--- src/rtl/wbuf_pkg.sv ---
`timescale 1ns/1ps
package wbuf_pkg;
  // Strobes from control to datapath for one cycle.
  typedef struct packed {
    logic wrEn;   // a store is written into entry wrIdx
    logic wrNew;  // the written entry is freshly opened (clear old byte marks)
    logic pop;    // oldest entry handed to memory this cycle
  } wbCtrl_t;
endpackage

--- src/rtl/wbuf_ctrl.sv ---
`timescale 1ns/1ps
module wbuf_ctrl
  import wbuf_pkg::*;
#(
  parameter int ENTRIES = 4,
  localparam int IDX_W = $clog2(ENTRIES),
  localparam int CNT_W = IDX_W + 1
) (
  input  logic               clk,
  input  logic               rstN,
  input  logic               stValid,
  input  logic [ENTRIES-1:0] matchVec,
  input  logic               memReady,
  output logic               stReady,
  output logic               memValid,
  output wbCtrl_t            strb,
  output logic [IDX_W-1:0]   wrIdx,
  output logic [IDX_W-1:0]   headIdx,
  output logic [ENTRIES-1:0] validVec
);
  logic [IDX_W-1:0] headQ;
  logic [CNT_W-1:0] cntQ;
  logic [IDX_W-1:0] tailIdx;
  logic [IDX_W-1:0] candIdx;
  logic [ENTRIES-1:0] candVec;
  logic anyCand;
  logic isFull;
  logic push;

  // Entry i is live when its distance from the head is below the count.
  always_comb begin
    for (int i = 0; i < ENTRIES; i++) begin
      logic [IDX_W-1:0] age;
      age = IDX_W'(i) - headQ;
      validVec[i] = CNT_W'(age) < cntQ;
      // The oldest entry may be on the memory bus, so it never takes a merge.
      candVec[i]  = validVec[i] && matchVec[i] && (IDX_W'(i) != headQ);
    end
  end

  always_comb begin
    anyCand = 1'b0;
    candIdx = '0;
    for (int i = 0; i < ENTRIES; i++) begin
      if (candVec[i] && !anyCand) begin
        anyCand = 1'b1;
        candIdx = IDX_W'(i);
      end
    end
  end

  assign isFull   = cntQ == CNT_W'(ENTRIES);
  assign tailIdx  = headQ + IDX_W'(cntQ);
  assign stReady  = anyCand || !isFull;
  assign memValid = cntQ != '0;

  assign strb.wrEn  = stValid && stReady;
  assign strb.wrNew = !anyCand;
  assign strb.pop   = memValid && memReady;
  assign push       = strb.wrEn && !anyCand;
  assign wrIdx      = anyCand ? candIdx : tailIdx;
  assign headIdx    = headQ;

  always_ff @(posedge clk or negedge rstN) begin
    if (!rstN) begin
      headQ <= '0;
      cntQ  <= '0;
    end else begin
      if (strb.pop) headQ <= headQ + IDX_W'(1);
      cntQ <= cntQ + CNT_W'(push) - CNT_W'(strb.pop);
    end
  end
endmodule

--- src/rtl/wbuf_dpath.sv ---
`timescale 1ns/1ps
module wbuf_dpath
  import wbuf_pkg::*;
#(
  parameter int ADDR_W  = 32,
  parameter int WORD_W  = 32,
  parameter int WORDS   = 4,
  parameter int ENTRIES = 4,
  localparam int IDX_W   = $clog2(ENTRIES),
  localparam int BYTES_W = WORD_W / 8,
  localparam int BSEL_W  = $clog2(BYTES_W),
  localparam int WSEL_W  = $clog2(WORDS),
  localparam int OFF_W   = BSEL_W + WSEL_W,
  localparam int LINE_AW = ADDR_W - OFF_W,
  localparam int LINE_W  = WORD_W * WORDS,
  localparam int LBE_W   = BYTES_W * WORDS
) (
  input  logic               clk,
  input  wbCtrl_t            strb,
  input  logic [IDX_W-1:0]   wrIdx,
  input  logic [IDX_W-1:0]   headIdx,
  input  logic [ENTRIES-1:0] validVec,
  input  logic [ADDR_W-1:0]  stAddr,
  input  logic [WORD_W-1:0]  stData,
  input  logic [BYTES_W-1:0] stBe,
  output logic [ENTRIES-1:0] matchVec,
  input  logic [ADDR_W-1:0]  rdAddr,
  input  logic [WORD_W-1:0]  rdCacheData,
  output logic [WORD_W-1:0]  rdData,
  output logic [ADDR_W-1:0]  memAddr,
  output logic [LINE_W-1:0]  memData,
  output logic [LBE_W-1:0]   memBe
);
  logic [LINE_AW-1:0] lineQ [ENTRIES];
  logic [LINE_W-1:0]  dataQ [ENTRIES];
  logic [LBE_W-1:0]   beQ   [ENTRIES];

  logic [LINE_AW-1:0] stLine, rdLine;
  logic [WSEL_W-1:0]  stWord, rdWord;
  logic [2*BSEL_W-1:0] unusedByteSel;

  assign stLine = stAddr[ADDR_W-1:OFF_W];
  assign stWord = stAddr[OFF_W-1:BSEL_W];
  assign rdLine = rdAddr[ADDR_W-1:OFF_W];
  assign rdWord = rdAddr[OFF_W-1:BSEL_W];
  assign unusedByteSel = {stAddr[BSEL_W-1:0], rdAddr[BSEL_W-1:0]};

  for (genvar e = 0; e < ENTRIES; e++) begin : gEntry
    logic [LINE_AW-1:0] lineR;
    logic [LINE_W-1:0]  dataR;
    logic [LBE_W-1:0]   beR;

    always_ff @(posedge clk) begin
      if (strb.wrEn && wrIdx == IDX_W'(e)) begin
        lineR <= stLine;
        for (int w = 0; w < WORDS; w++) begin
          for (int b = 0; b < BYTES_W; b++) begin
            if (WSEL_W'(w) == stWord && stBe[b]) begin
              dataR[(w*BYTES_W+b)*8 +: 8] <= stData[b*8 +: 8];
              beR[w*BYTES_W+b] <= 1'b1;
            end else if (strb.wrNew) begin
              beR[w*BYTES_W+b] <= 1'b0;
            end
          end
        end
      end
    end

    assign lineQ[e]    = lineR;
    assign dataQ[e]    = dataR;
    assign beQ[e]      = beR;
    assign matchVec[e] = lineR == stLine;
  end

  // Walk the entries from oldest to newest so younger bytes win.
  always_comb begin
    rdData = rdCacheData;
    for (int k = 0; k < ENTRIES; k++) begin
      logic [IDX_W-1:0] idx;
      idx = headIdx + IDX_W'(k);
      if (validVec[idx] && lineQ[idx] == rdLine) begin
        for (int b = 0; b < BYTES_W; b++) begin
          if (beQ[idx][int'(rdWord)*BYTES_W + b])
            rdData[b*8 +: 8] = dataQ[idx][(int'(rdWord)*BYTES_W + b)*8 +: 8];
        end
      end
    end
  end

  assign memAddr = {lineQ[headIdx], {OFF_W{1'b0}}};
  assign memData = dataQ[headIdx];
  assign memBe   = beQ[headIdx];
endmodule

--- src/rtl/wbuf_coalesce.sv ---
`timescale 1ns/1ps
module wbuf_coalesce
  import wbuf_pkg::*;
#(
  parameter int ADDR_W  = 32,
  parameter int WORD_W  = 32,
  parameter int WORDS   = 4,
  parameter int ENTRIES = 4   // power of two
) (
  input  logic                      clk,
  input  logic                      rstN,
  input  logic                      stValid,
  input  logic [ADDR_W-1:0]         stAddr,
  input  logic [WORD_W-1:0]         stData,
  input  logic [WORD_W/8-1:0]       stBe,
  output logic                      stReady,
  input  logic [ADDR_W-1:0]         rdAddr,
  input  logic [WORD_W-1:0]         rdCacheData,
  output logic [WORD_W-1:0]         rdData,
  output logic                      memValid,
  input  logic                      memReady,
  output logic [ADDR_W-1:0]         memAddr,
  output logic [WORDS*WORD_W-1:0]   memData,
  output logic [WORDS*WORD_W/8-1:0] memBe
);
  localparam int IDX_W = $clog2(ENTRIES);

  wbCtrl_t            strb;
  logic [IDX_W-1:0]   wrIdx, headIdx;
  logic [ENTRIES-1:0] validVec, matchVec;

  wbuf_ctrl #(.ENTRIES(ENTRIES)) u_ctrl (
    .clk(clk), .rstN(rstN), .stValid(stValid), .matchVec(matchVec),
    .memReady(memReady), .stReady(stReady), .memValid(memValid),
    .strb(strb), .wrIdx(wrIdx), .headIdx(headIdx), .validVec(validVec)
  );

  wbuf_dpath #(.ADDR_W(ADDR_W), .WORD_W(WORD_W), .WORDS(WORDS), .ENTRIES(ENTRIES)) u_dpath (
    .clk(clk), .strb(strb), .wrIdx(wrIdx), .headIdx(headIdx), .validVec(validVec),
    .stAddr(stAddr), .stData(stData), .stBe(stBe), .matchVec(matchVec),
    .rdAddr(rdAddr), .rdCacheData(rdCacheData), .rdData(rdData),
    .memAddr(memAddr), .memData(memData), .memBe(memBe)
  );
endmodule

--- config.mk ---
export PLATFORM = sky130hd
export DESIGN_NAME = wbuf_coalesce
export DESIGN_NICKNAME = d
export VERILOG_FILES = /design/src/rtl/wbuf_pkg.sv /design/src/rtl/wbuf_ctrl.sv /design/src/rtl/wbuf_dpath.sv /design/src/rtl/wbuf_coalesce.sv
export SDC_FILE = /design/constraint.sdc
export NUM_CORES = 2
export LEC_CHECK = 0
export CORE_MARGIN = 1.5
export CORE_UTILIZATION = 47
export CTS_CLUSTER_SIZE = 14
export DETAILED_ROUTE_END_ITERATION = 10
export PLACE_DENSITY = 0.76
export SYNTH_ARGS = -nofsm -noshare
export SYNTH_HDL_FRONTEND = slang
export SYNTH_SLANG_ARGS = --single-unit
export TNS_END_PERCENT = 30
--- constraint.sdc ---
create_clock -name clk -period 17.8 [get_ports clk]
set_clock_uncertainty 0.1 [all_clocks]
set_input_delay 3.56 -clock clk [delete_from_list [all_inputs] [get_ports clk]]
set_output_delay 3.56 -clock clk [all_outputs]
set_load 0.01 [all_outputs]
==> results.cfg <==
[run_status]
violations = max-capacitance violations
outcome = complete, but fails checks

[synthesis]
ys_seq_area_frac = 0.450
yosys.area_share.simple = 0.0388
synth.area.mux_share = 0.407
synthAdderAreaFrac = 0.00368
synthFlopType = edfxtp_1
synth_xor_xnor_area_share = 0.0432
synth-seq-cells = 693
yosys_warnings = 0
synthArstFlopShare = 0.00722
ys_types = 57
synth_area_mm2 = 0.0462
synth_edf_count = 688
synth_cells = 2647
avgSynthCellArea_um2 = 17.5
synth-compound-area-share = 0.0244
synth_top_family_by_area = multiplexers

[worst_setup_path]
r2r-end = u_dpath.gEntry[3].dataR[68]
rrSetupSlack_ns = 10.50
required_ns = 14.14
cp-startpoint = u_ctrl.headIdx[1]
setup.worst_path.end = rdData[0]
cp_max_fo = 53
crit_arrival_ns = 8.13
crit_type = flip-flop to primary output
end_kind = primary output
start_kind = flip-flop
reg2reg_from = u_ctrl.headIdx[1]
rr_worst_depth = 13

[final_layout]
fill_cells = 7303
register_area_mm2 = 0.0208
final_area_mm2 = 0.0532
layout-drive-gt1-share = 0.351
layout.cells.non_filler = 4218
syn_to_final_growth_pct = 15.1
nets = 3018
multi_input_area_mm2 = 0.0240

[floorplanning]
die_w_um = 317
core_mm2 = 0.0970
initial_core_util = 0.477
io-pin-count = 346
num_rows = 114
die_y_um = 317
die_area_mm2 = 0.100

[cts]
path_clk_slew_ns = 0.07
clock-sinks = 693
clockBufferDepth = 3
cts_resized = 0
cts_tree = built
clk_latency_ns = 0.65
cts_buffers = 79
htree_levels = 3
cts_hold_buffers = 0
cts_setup_buffers = 0
cts-root-buf = clkbuf_16

[sta]
finalMaxSlewViolations = 0
slew_headroom = 0.0130
fmax_mhz = 84.8
rsz0062_at_grt = false
setup_viol = 0
fin_crit_sh = 0.662
fin_setup_tns_ns = 0
holdWs_ns = 0.551
finalWorstPathRequiredPeriod_ns = 11.79
tightest_slew_ns = 1.48
finalHoldViolations = 0

[placed_design]
place_inst = 4064
dpl-instance-area_mm2 = 0.0505
dp_hpwl_um = 91900
routabilityCongestion = 0.937
io_buffers = 337

[global_routing]
grt_pass1_wl_um = 203000
antenna_found_initial = 15
grt_max_degree = 172
overflow = 0
grt_pass1_vias = 30400
grt_usage = 0.277

[pwr]
finalPower_mw = 9.73
ir_worst_vdd_uv = 192
p_per_area_mw_per_mm2 = 183
p_leak_nw = 17.0

[drt]
detail-route-antenna-nets = 0
wl_per_cell_um = 32.9
first_pass_iters = 7
drc = 0
drtIter0Drc = 4703
vias = 30600
viasPerCell = 7.26
drt-total-wl_um = 139000

[worst_hold_path]
min_path_type = flip-flop to flip-flop

[job]
cap_violations = 1
[worst min path at each step]
stage | slack (ns) | cells past startpoint | to | from
4_1_cts | 0.56 | 2 | u_ctrl.cntQ[2] | u_ctrl.cntQ[1]
2_1_floorplan | 0.50 | 2 | u_ctrl.cntQ[1] | u_ctrl.cntQ[1]
3_5_place_dp | 0.54 | 2 | u_ctrl.cntQ[2] | u_ctrl.cntQ[1]
3_3_place_gp | 0.52 | 2 | u_ctrl.cntQ[2] | u_ctrl.cntQ[1]
6_report | 0.55 | 2 | u_ctrl.cntQ[2] | u_ctrl.cntQ[1]
5_1_grt | 0.59 | 2 | u_ctrl.cntQ[1] | u_ctrl.cntQ[1]
[where the power goes]
part / total [mW] / leakage, nW / internal (mW) / switching [mW]
sequential: 2.36 / 6.30 / 2.08 / 0.274
clock: 1.69 / 1.30 / 0.996 / 0.690
combinational: 5.68 / 9.39 / 3.01 / 2.67
[Yosys cell counts (all sizes together) (2+ instances only)]
cell type | n | area, um^2
nand4 | 38 | 238
mux4 | 827 | 18600
a211oi | 33 | 248
or2 | 3 | 18.8
xor2 | 89 | 780
clkbuf | 129 | 484
a2111oi | 5 | 50.0
buf | 128 | 694
or4 | 3 | 22.5
mux2i | 19 | 190
nor3 | 8 | 40.0
nand4b | 2 | 17.5
xnor2 | 139 | 1220
edfxtp | 688 | 20700
nor2b | 11 | 68.8
inv | 90 | 338
nor3b | 4 | 30.0
nand2 | 28 | 108
a21oi | 4 | 20.0
a221o | 27 | 270
nand3 | 13 | 65.1
ha | 12 | 150
nor2 | 170 | 638
and3 | 38 | 238
nor4 | 23 | 159
dfrtp | 5 | 125
a31oi | 31 | 194
o221a | 2 | 22.5
and2 | 19 | 119
a211o | 6 | 52.6
o21ai | 35 | 175
[cell type report]
cell class	instances	share of cell area
Inverter	90	0.00635
Multi-Input combinational cell	1610	0.451
Clock buffer	93	0.0389
Tap cell	1276	0.0300
Clock inverter	50	0.0106
Sequential cell	693	0.391
Antenna cell	11	0.000517
Timing Repair Buffer	395	0.0722
[per-stage QoR]
stage                      util  setup WS, ns
after floorplan               -          7.94
after global placement    0.521          6.12
after detailed placement  0.521          6.09
after CTS                 0.548          5.91
after global routing      0.548          5.60
final                     0.549          6.01
[kinds of logic (layout without fill, tap and decap cells)]
kind of cell / count (synthesis) / after routing
AND/OR/NAND/NOR: 364 / 364
adder cells (fa/ha/maj): 13 / 13
buffers and inverters: 347 / 628
other: 1 / 15
flip-flops: 693 / 693
AO/OA/AOI/OAI: 154 / 154
XOR/XNOR: 228 / 228
multiplexers: 847 / 847
[layer usage]
metal | GRT usage | wire length [um] | vias to the layer above
met5 | 0 | 49 | -
met4 | 0.103 | 5410 | 8
met3 | 0.0699 | 16600 | 325
met2 | 0.454 | 69600 | 2348
met1 | 0.357 | 47200 | 16100
li1 | - | - | 11900
[cells in the final DEF (no fill, tap or decap), types with 5 or more instances in the layout]
cell and instances:
nor4_1 20, a211o_1 6, nor2b_1 10, nand4_1 38, ha_1 11, nor2_1 170
nor3_1 8, a31oi_1 31, clkinv_2 16, clkbuf_1 12, xor2_1 89, nand2_1 27
buf_4 56, clkinv_1 12, and3_1 38, inv_2 5, xnor2_1 139, diode_2 11
a211oi_1 33, mux2i_1 19, bufinv_16 11, clkdlybuf4s50_1 335, inv_1 85, mux4_2 827
o21ai_1 31, and2_1 19, clkbuf_16 81, nand3_1 13, edfxtp_1 688, a221o_1 27
[critical path, cell delays in order, from the launching register on]
cell and delay (ns):
dfrtp_4 0.99, inv_1 0.36, ha_4 0.75, buf_4 0.75, buf_4 0.77, mux4_2 0.64, xnor2_1 0.21, nand4_1 0.30
a2111oi_2 0.44, buf_4 0.24, and3_1 0.84, a211oi_1 0.10, o21ai_1 0.39, clkdlybuf4s50_1 0.62
[registers in the layout, indices dropped and copies added, names as in the netlist]
signal,flops
u_dpath.gEntry.dataR,512
u_dpath.gEntry.lineR,112
u_dpath.gEntry.beR,64
u_ctrl.cntQ,3
u_ctrl.headIdx,2
Power figures use the tool's default switching activity.
